--- src/rtl/ext_irq_pkg.sv ---
package ext_irq_pkg;
  localparam int N_SRC  = 3;
  localparam int DATA_W = 8;
  localparam int ADDR_W = 2;

  typedef enum logic [1:0] {
    SENSE_LOW  = 2'b00,
    SENSE_ANY  = 2'b01,
    SENSE_FALL = 2'b10,
    SENSE_RISE = 2'b11
  } sense_e;

  localparam logic [ADDR_W-1:0] A_FLAG   = 2'd0;
  localparam logic [ADDR_W-1:0] A_EN     = 2'd1;
  localparam logic [ADDR_W-1:0] A_SENSE  = 2'd2;
  localparam logic [ADDR_W-1:0] A_SENSE2 = 2'd3;

  function automatic int flag_pos(input int k);
    case (k)
      0:       return 6;
      1:       return 7;
      default: return 5;
    endcase
  endfunction

  function automatic int en_pos(input int k);
    case (k)
      0:       return 7;
      1:       return 6;
      default: return 5;
    endcase
  endfunction
endpackage

--- src/rtl/eirq_sync.sv ---
module eirq_sync #(
  parameter int   STAGES  = 2,
  parameter logic RST_VAL = 1'b1
) (
  input  logic clk_i,
  input  logic rst_ni,
  input  logic d_i,
  output logic q_o
);
  logic [STAGES-1:0] sr_q;

  always_ff @(posedge clk_i or negedge rst_ni) begin
    if (!rst_ni) sr_q <= {STAGES{RST_VAL}};
    else         sr_q <= {sr_q[STAGES-2:0], d_i};
  end

  assign q_o = sr_q[STAGES-1];
endmodule

--- src/rtl/eirq_detect.sv ---
module eirq_detect
  import ext_irq_pkg::*;
#(
  parameter int SYNC_STAGES = 2,
  parameter bit LEVEL_OK    = 1'b1
) (
  input  logic   clk_i,
  input  logic   rst_ni,
  input  logic   pin_i,
  input  sense_e sense_i,
  output logic   evt_o,
  output logic   level_o
);
  logic sync, prev_q, rise, fall, level_raw;

  eirq_sync #(.STAGES(SYNC_STAGES), .RST_VAL(1'b1)) u_sync (
    .clk_i (clk_i),
    .rst_ni(rst_ni),
    .d_i   (pin_i),
    .q_o   (sync)
  );

  always_ff @(posedge clk_i or negedge rst_ni) begin
    if (!rst_ni) prev_q <= 1'b1;
    else         prev_q <= sync;
  end

  assign rise = sync & ~prev_q;
  assign fall = ~sync & prev_q;

  always_comb begin
    case (sense_i)
      SENSE_ANY:  evt_o = rise | fall;
      SENSE_FALL: evt_o = fall;
      SENSE_RISE: evt_o = rise;
      default:    evt_o = 1'b0;
    endcase
  end

  assign level_raw = (sense_i == SENSE_LOW) & ~sync;

  generate
    if (LEVEL_OK) begin : g_level
      assign level_o = level_raw;
    end else begin : g_edge_only
      assign level_o = 1'b0;
    end
  endgenerate
endmodule

--- src/rtl/eirq_regs.sv ---
module eirq_regs
  import ext_irq_pkg::*;
(
  input  logic              clk_i,
  input  logic              rst_ni,
  input  logic              sel_i,
  input  logic              we_i,
  input  logic [ADDR_W-1:0] addr_i,
  input  logic [DATA_W-1:0] wdata_i,
  output logic [DATA_W-1:0] rdata_o,
  input  logic [N_SRC-1:0]  evt_i,
  input  logic [N_SRC-1:0]  level_i,
  input  logic [N_SRC-1:0]  ack_i,
  output logic [N_SRC-1:0]  flag_o,
  output logic [N_SRC-1:0]  en_o,
  output logic [N_SRC-1:0]  clr_o,
  output sense_e            sense_o [N_SRC]
);
  logic [N_SRC-1:0]  flag_q, en_q;
  logic [3:0]        sense_q;
  logic              sense2_q;
  logic              wr;
  logic [DATA_W-1:0] flag_rd, en_rd;

  assign wr = sel_i & we_i;

  for (genvar k = 0; k < N_SRC; k++) begin : g_src
    assign clr_o[k] = (wr && addr_i == A_FLAG && wdata_i[flag_pos(k)]) | ack_i[k];

    always_ff @(posedge clk_i or negedge rst_ni) begin
      if (!rst_ni)             flag_q[k] <= 1'b0;
      else if (evt_i[k])       flag_q[k] <= 1'b1; // event beats clear
      else if (clr_o[k])       flag_q[k] <= 1'b0;
    end

    always_ff @(posedge clk_i or negedge rst_ni) begin
      if (!rst_ni)                     en_q[k] <= 1'b0;
      else if (wr && addr_i == A_EN)   en_q[k] <= wdata_i[en_pos(k)];
    end
  end

  always_ff @(posedge clk_i or negedge rst_ni) begin
    if (!rst_ni) begin
      sense_q  <= '0;
      sense2_q <= 1'b0;
    end else if (wr) begin
      if (addr_i == A_SENSE)  sense_q  <= wdata_i[3:0];
      if (addr_i == A_SENSE2) sense2_q <= wdata_i[0];
    end
  end

  assign sense_o[0] = sense_e'(sense_q[1:0]);
  assign sense_o[1] = sense_e'(sense_q[3:2]);
  assign sense_o[2] = sense_e'({1'b1, sense2_q});

  always_comb begin
    flag_rd = '0;
    en_rd   = '0;
    for (int k = 0; k < N_SRC; k++) begin
      flag_rd[flag_pos(k)] = flag_q[k] | level_i[k];
      en_rd[en_pos(k)]     = en_q[k];
    end
  end

  always_comb begin
    rdata_o = '0;
    if (sel_i) begin
      case (addr_i)
        A_FLAG:   rdata_o = flag_rd;
        A_EN:     rdata_o = en_rd;
        A_SENSE:  rdata_o = {{(DATA_W-4){1'b0}}, sense_q};
        default:  rdata_o = {{(DATA_W-1){1'b0}}, sense2_q};
      endcase
    end
  end

  assign flag_o = flag_q;
  assign en_o   = en_q;
endmodule

--- src/rtl/ext_irq_sense.sv ---
module ext_irq_sense
  import ext_irq_pkg::*;
#(
  parameter int SYNC_STAGES = 2
) (
  input  logic              clk_i,
  input  logic              rst_ni,
  input  logic [N_SRC-1:0]  irq_pin_i,
  input  logic              gie_i,
  input  logic [N_SRC-1:0]  ack_i,
  input  logic              sel_i,
  input  logic              we_i,
  input  logic [ADDR_W-1:0] addr_i,
  input  logic [DATA_W-1:0] wdata_i,
  output logic [DATA_W-1:0] rdata_o,
  output logic [N_SRC-1:0]  irq_o
);
  logic [N_SRC-1:0] evt, level, flag_q, en_q, clr;
  sense_e           sense [N_SRC];

  for (genvar k = 0; k < N_SRC; k++) begin : g_det
    eirq_detect #(
      .SYNC_STAGES(SYNC_STAGES),
      .LEVEL_OK   (k < 2)
    ) u_det (
      .clk_i  (clk_i),
      .rst_ni (rst_ni),
      .pin_i  (irq_pin_i[k]),
      .sense_i(sense[k]),
      .evt_o  (evt[k]),
      .level_o(level[k])
    );
  end

  eirq_regs u_regs (
    .clk_i  (clk_i),
    .rst_ni (rst_ni),
    .sel_i  (sel_i),
    .we_i   (we_i),
    .addr_i (addr_i),
    .wdata_i(wdata_i),
    .rdata_o(rdata_o),
    .evt_i  (evt),
    .level_i(level),
    .ack_i  (ack_i),
    .flag_o (flag_q),
    .en_o   (en_q),
    .clr_o  (clr),
    .sense_o(sense)
  );

  assign irq_o = (flag_q | level) & en_q & {N_SRC{gie_i}};
endmodule

--- config.mk ---
export PLATFORM = sky130hd
export DESIGN_NAME = ext_irq_sense
export DESIGN_NICKNAME = d
export VERILOG_FILES = /design/src/rtl/ext_irq_pkg.sv /design/src/rtl/eirq_sync.sv /design/src/rtl/eirq_detect.sv /design/src/rtl/eirq_regs.sv /design/src/rtl/ext_irq_sense.sv
export SDC_FILE = /design/constraint.sdc
export NUM_CORES = 1
export LEC_CHECK = 0
export BUFFER_PORTS_ARGS = -buffer_cell sky130_fd_sc_hd__buf_2
export CORE_MARGIN = 2
export CORE_UTILIZATION = 48
export DETAILED_ROUTE_END_ITERATION = 10
export PLACE_DENSITY = 0.76
export SYNTH_ARGS = -nofsm -noshare
export SYNTH_HDL_FRONTEND = slang
export SYNTH_SLANG_ARGS = --single-unit
--- constraint.sdc ---
create_clock -name clk_i -period 1.85 [get_ports clk_i]
set_input_delay 0.0925 -clock clk_i [delete_from_list [all_inputs] [get_ports clk_i]]
set_output_delay 0.0925 -clock clk_i [all_outputs]
set_load 0.01 [all_outputs]
==> flow_summary.json <==
{
  "finalHoldViolations": 0,
  "synth_nets": 105,
  "fin_crit_ps": 1540,
  "port_buffers": 29,
  "clk_latency_ps": 300,
  "row_count": 16,
  "drtAntennaViolNets": 0,
  "synth_commonest_cells": "11 x dfrtp_1, 10 x mux2_2, 9 x dfstp_2",
  "area_delta_synth_final_pct": 25.2,
  "yosysWarnings": 0,
  "timing.final.crit_share_pct": 83.0,
  "die_y_um": 49.1,
  "root_buffer": "clkbuf_4",
  "ys_types": 26,
  "dieArea_um2": 2410,
  "leakagePower_nw": 0.636,
  "cts.sinks": 20,
  "ys_top_cells_by_area": "dfrtp_1 28%, dfstp_2 24%, mux2_2 12%",
  "fmax_mhz": 651,
  "cts_buffers": 3,
  "worstSetupEndpointType": "output port",
  "tns_ps": 0,
  "synthSimpleGateAreaFrac_pct": 17.5,
  "grt_antenna_before_repair": 0,
  "ys_seq_area_share_pct": 52.4,
  "outcome": "completed",
  "routabilityCongestion": 0.734,
  "synth_mux_area_share_pct": 13.6,
  "synth_xor_xnor_area_share_pct": 0,
  "drc": 0,
  "syn_area_per_cell_um2": 12.2,
  "fin_skew_ps": 0.617,
  "cts_resized": 0,
  "clockBufferDepth": 2,
  "synth_seq_cells": 20,
  "arrival_ps": 1440,
  "critPathRequiredTime_ps": 1760,
  "fin_hold_ws_ps": 18.4,
  "async_reset_ff_share_pct": 100,
  "worst-path-max-fanout": 5,
  "vias": 719,
  "clk_pin_slew_worst_paths_ps": 110,
  "cts_htree_levels": 1,
  "grtUsageTotal_pct": 16.7,
  "syn-cell-area_um2": 977,
  "initial_core_util_pct": 50.3,
  "grt_max_degree": 21,
  "r2r_cells": 4,
  "cellPowerDensity_nw_per_um2": 843,
  "cts_tree": "done",
  "n_antenna_cell": 0,
  "critical_path_class": "reg -> out",
  "dr.pass1.iters": 4,
  "ys.flop_type": "dfrtp_1",
  "grt_pass1_vias": 717,
  "die_w_um": 49.1,
  "cap_violations": 0,
  "synth_top_area_share_pct": 28.2,
  "timing.final.max_slew_violations": 0,
  "ioPinCount": 32,
  "overflow": 0,
  "setup_viol": 0,
  "ir_drop_uv": 681,
  "drive_gt1_share_pct": 47.4,
  "synth_top_area_cell": "dfrtp_1",
  "finalPower_mw": 1.03,
  "dpl.hpwl_um": 1410,
  "grt_pass1_wl_um": 3060,
  "synthCells": 80,
  "holdPathStages": 2,
  "start_kind": "register",
  "synth_top_family_by_area": "simple AND/OR/NAND/NOR gates",
  "synthAdderAreaFrac_pct": 5.12,
  "drt-total-wl_um": 1860,
  "synth_compound_area_share_pct": 7.17,
  "routedWlPerCell_um": 13.0,
  "hp-class": "in -> reg",
  "fin_nets": 142,
  "synth_edf_count": 0,
  "rsz0062_at_grt": "false",
  "core-area_um2": 1940,
  "vias_per_cell": 5.03,
  "drtIter0Drc": 8,
  "synth_most_common_cell": "dfrtp_1"
}
## metrics by stage
| step | worst slack [ps] | util (%) | area, um2 | cells |
|---|---|---|---|---|
| floorplan | 430 | - | 977 | 80 |
| global placement | 419 | 58.6 | 1140 | 134 |
| global route | 125 | 63.0 | 1220 | 143 |
| detailed placement | 381 | 58.6 | 1140 | 134 |
| CTS | 327 | 62.5 | 1210 | 142 |
| finish | 314 | 63.0 | 1220 | 143 |
## kinds of logic after synthesis
family / after synthesis
AND/OR/NAND/NOR: 28
flip-flops: 20
other: 1
multiplexers: 12
AO/OA/AOI/OAI: 8
buffers and inverters: 7
adder cells (fa/ha/maj): 4
## timing repair
item                                   4_1_cts  5_1_grt
endpoints found under the hold margin       14        1
setup buffers                                0        0
hold buffers                                 4        1
## critical path, cell delays in order, from the launching register on
cell and delay, ps:
dfrtp_1 440, nor3_1 290, nor3_1 80, nor3_1 180, buf_2 150
## final timing paths
check	start	endpoint	slack [ps]
worst max-delay path	u_regs.sense_q[1]	rdata_o[6]	310
worst min register to register	g_det[2].u_det.u_sync.sr_q[0]	g_det[2].u_det.u_sync.sr_q[1]	360
max in group asynchronous	rst_ni	g_det[0].u_det.prev_q	1270
worst max register to register	g_det[1].u_det.u_sync.sr_q[1]	u_regs.flag_o[1]	380
worst min-delay path	wdata_i[2]	u_regs.sense_q[2]	20
min in group asynchronous	rst_ni	u_regs.flag_o[1]	240
## layer usage
metal,GRT usage [%],share of wire (%),vias up
li1,-,-,356
met2,27.9,48,31
met1,20.4,44,330
met5,0,0,-
met3,3.37,6.9,2
met4,8.57,1.2,0
## where the power goes
group | total, mW | switching, mW | internal (mW)
registers | 0.574 | 0.0627 | 0.511
clock network | 0.250 | 0.130 | 0.120
logic | 0.208 | 0.0888 | 0.119
## cells in the final DEF, fill, tap and decap left out, drive strengths merged
master	instances
a211o	2
dfstp	9
nor2b	3
a221o	1
and3	4
buf	29
nand2	3
nand4b	1
conb	1
a21oi	2
nand4	1
nand2b	3
nand3	1
nor3b	1
mux2	10
inv	5
o211ai	1
clkbuf	4
nor3	6
and4bb	1
o211a	2
dlygate4sd3	5
mux2i	2
nor2	4
ha	4
dfrtp	11
## cell type report
type	count	area, um2
well taps	27	33.8
repair buffers	34	195
fillers	173	718
multi-input cells	53	428
flip-flops and latches	20	512
clock buffers	4	36.3
inverters	5	18.8
## registers in the layout, indices dropped and copies added (netlist names)
| name | count |
|---|---|
| u_regs.en_o | 3 |
| u_regs.sense_q | 4 |
| g_det.u_det.prev_q | 3 |
| u_regs.sense2_q | 1 |
| g_det.u_det.u_sync.sr_q | 6 |
| u_regs.flag_o | 3 |
Power figures use the tool's default switching activity.
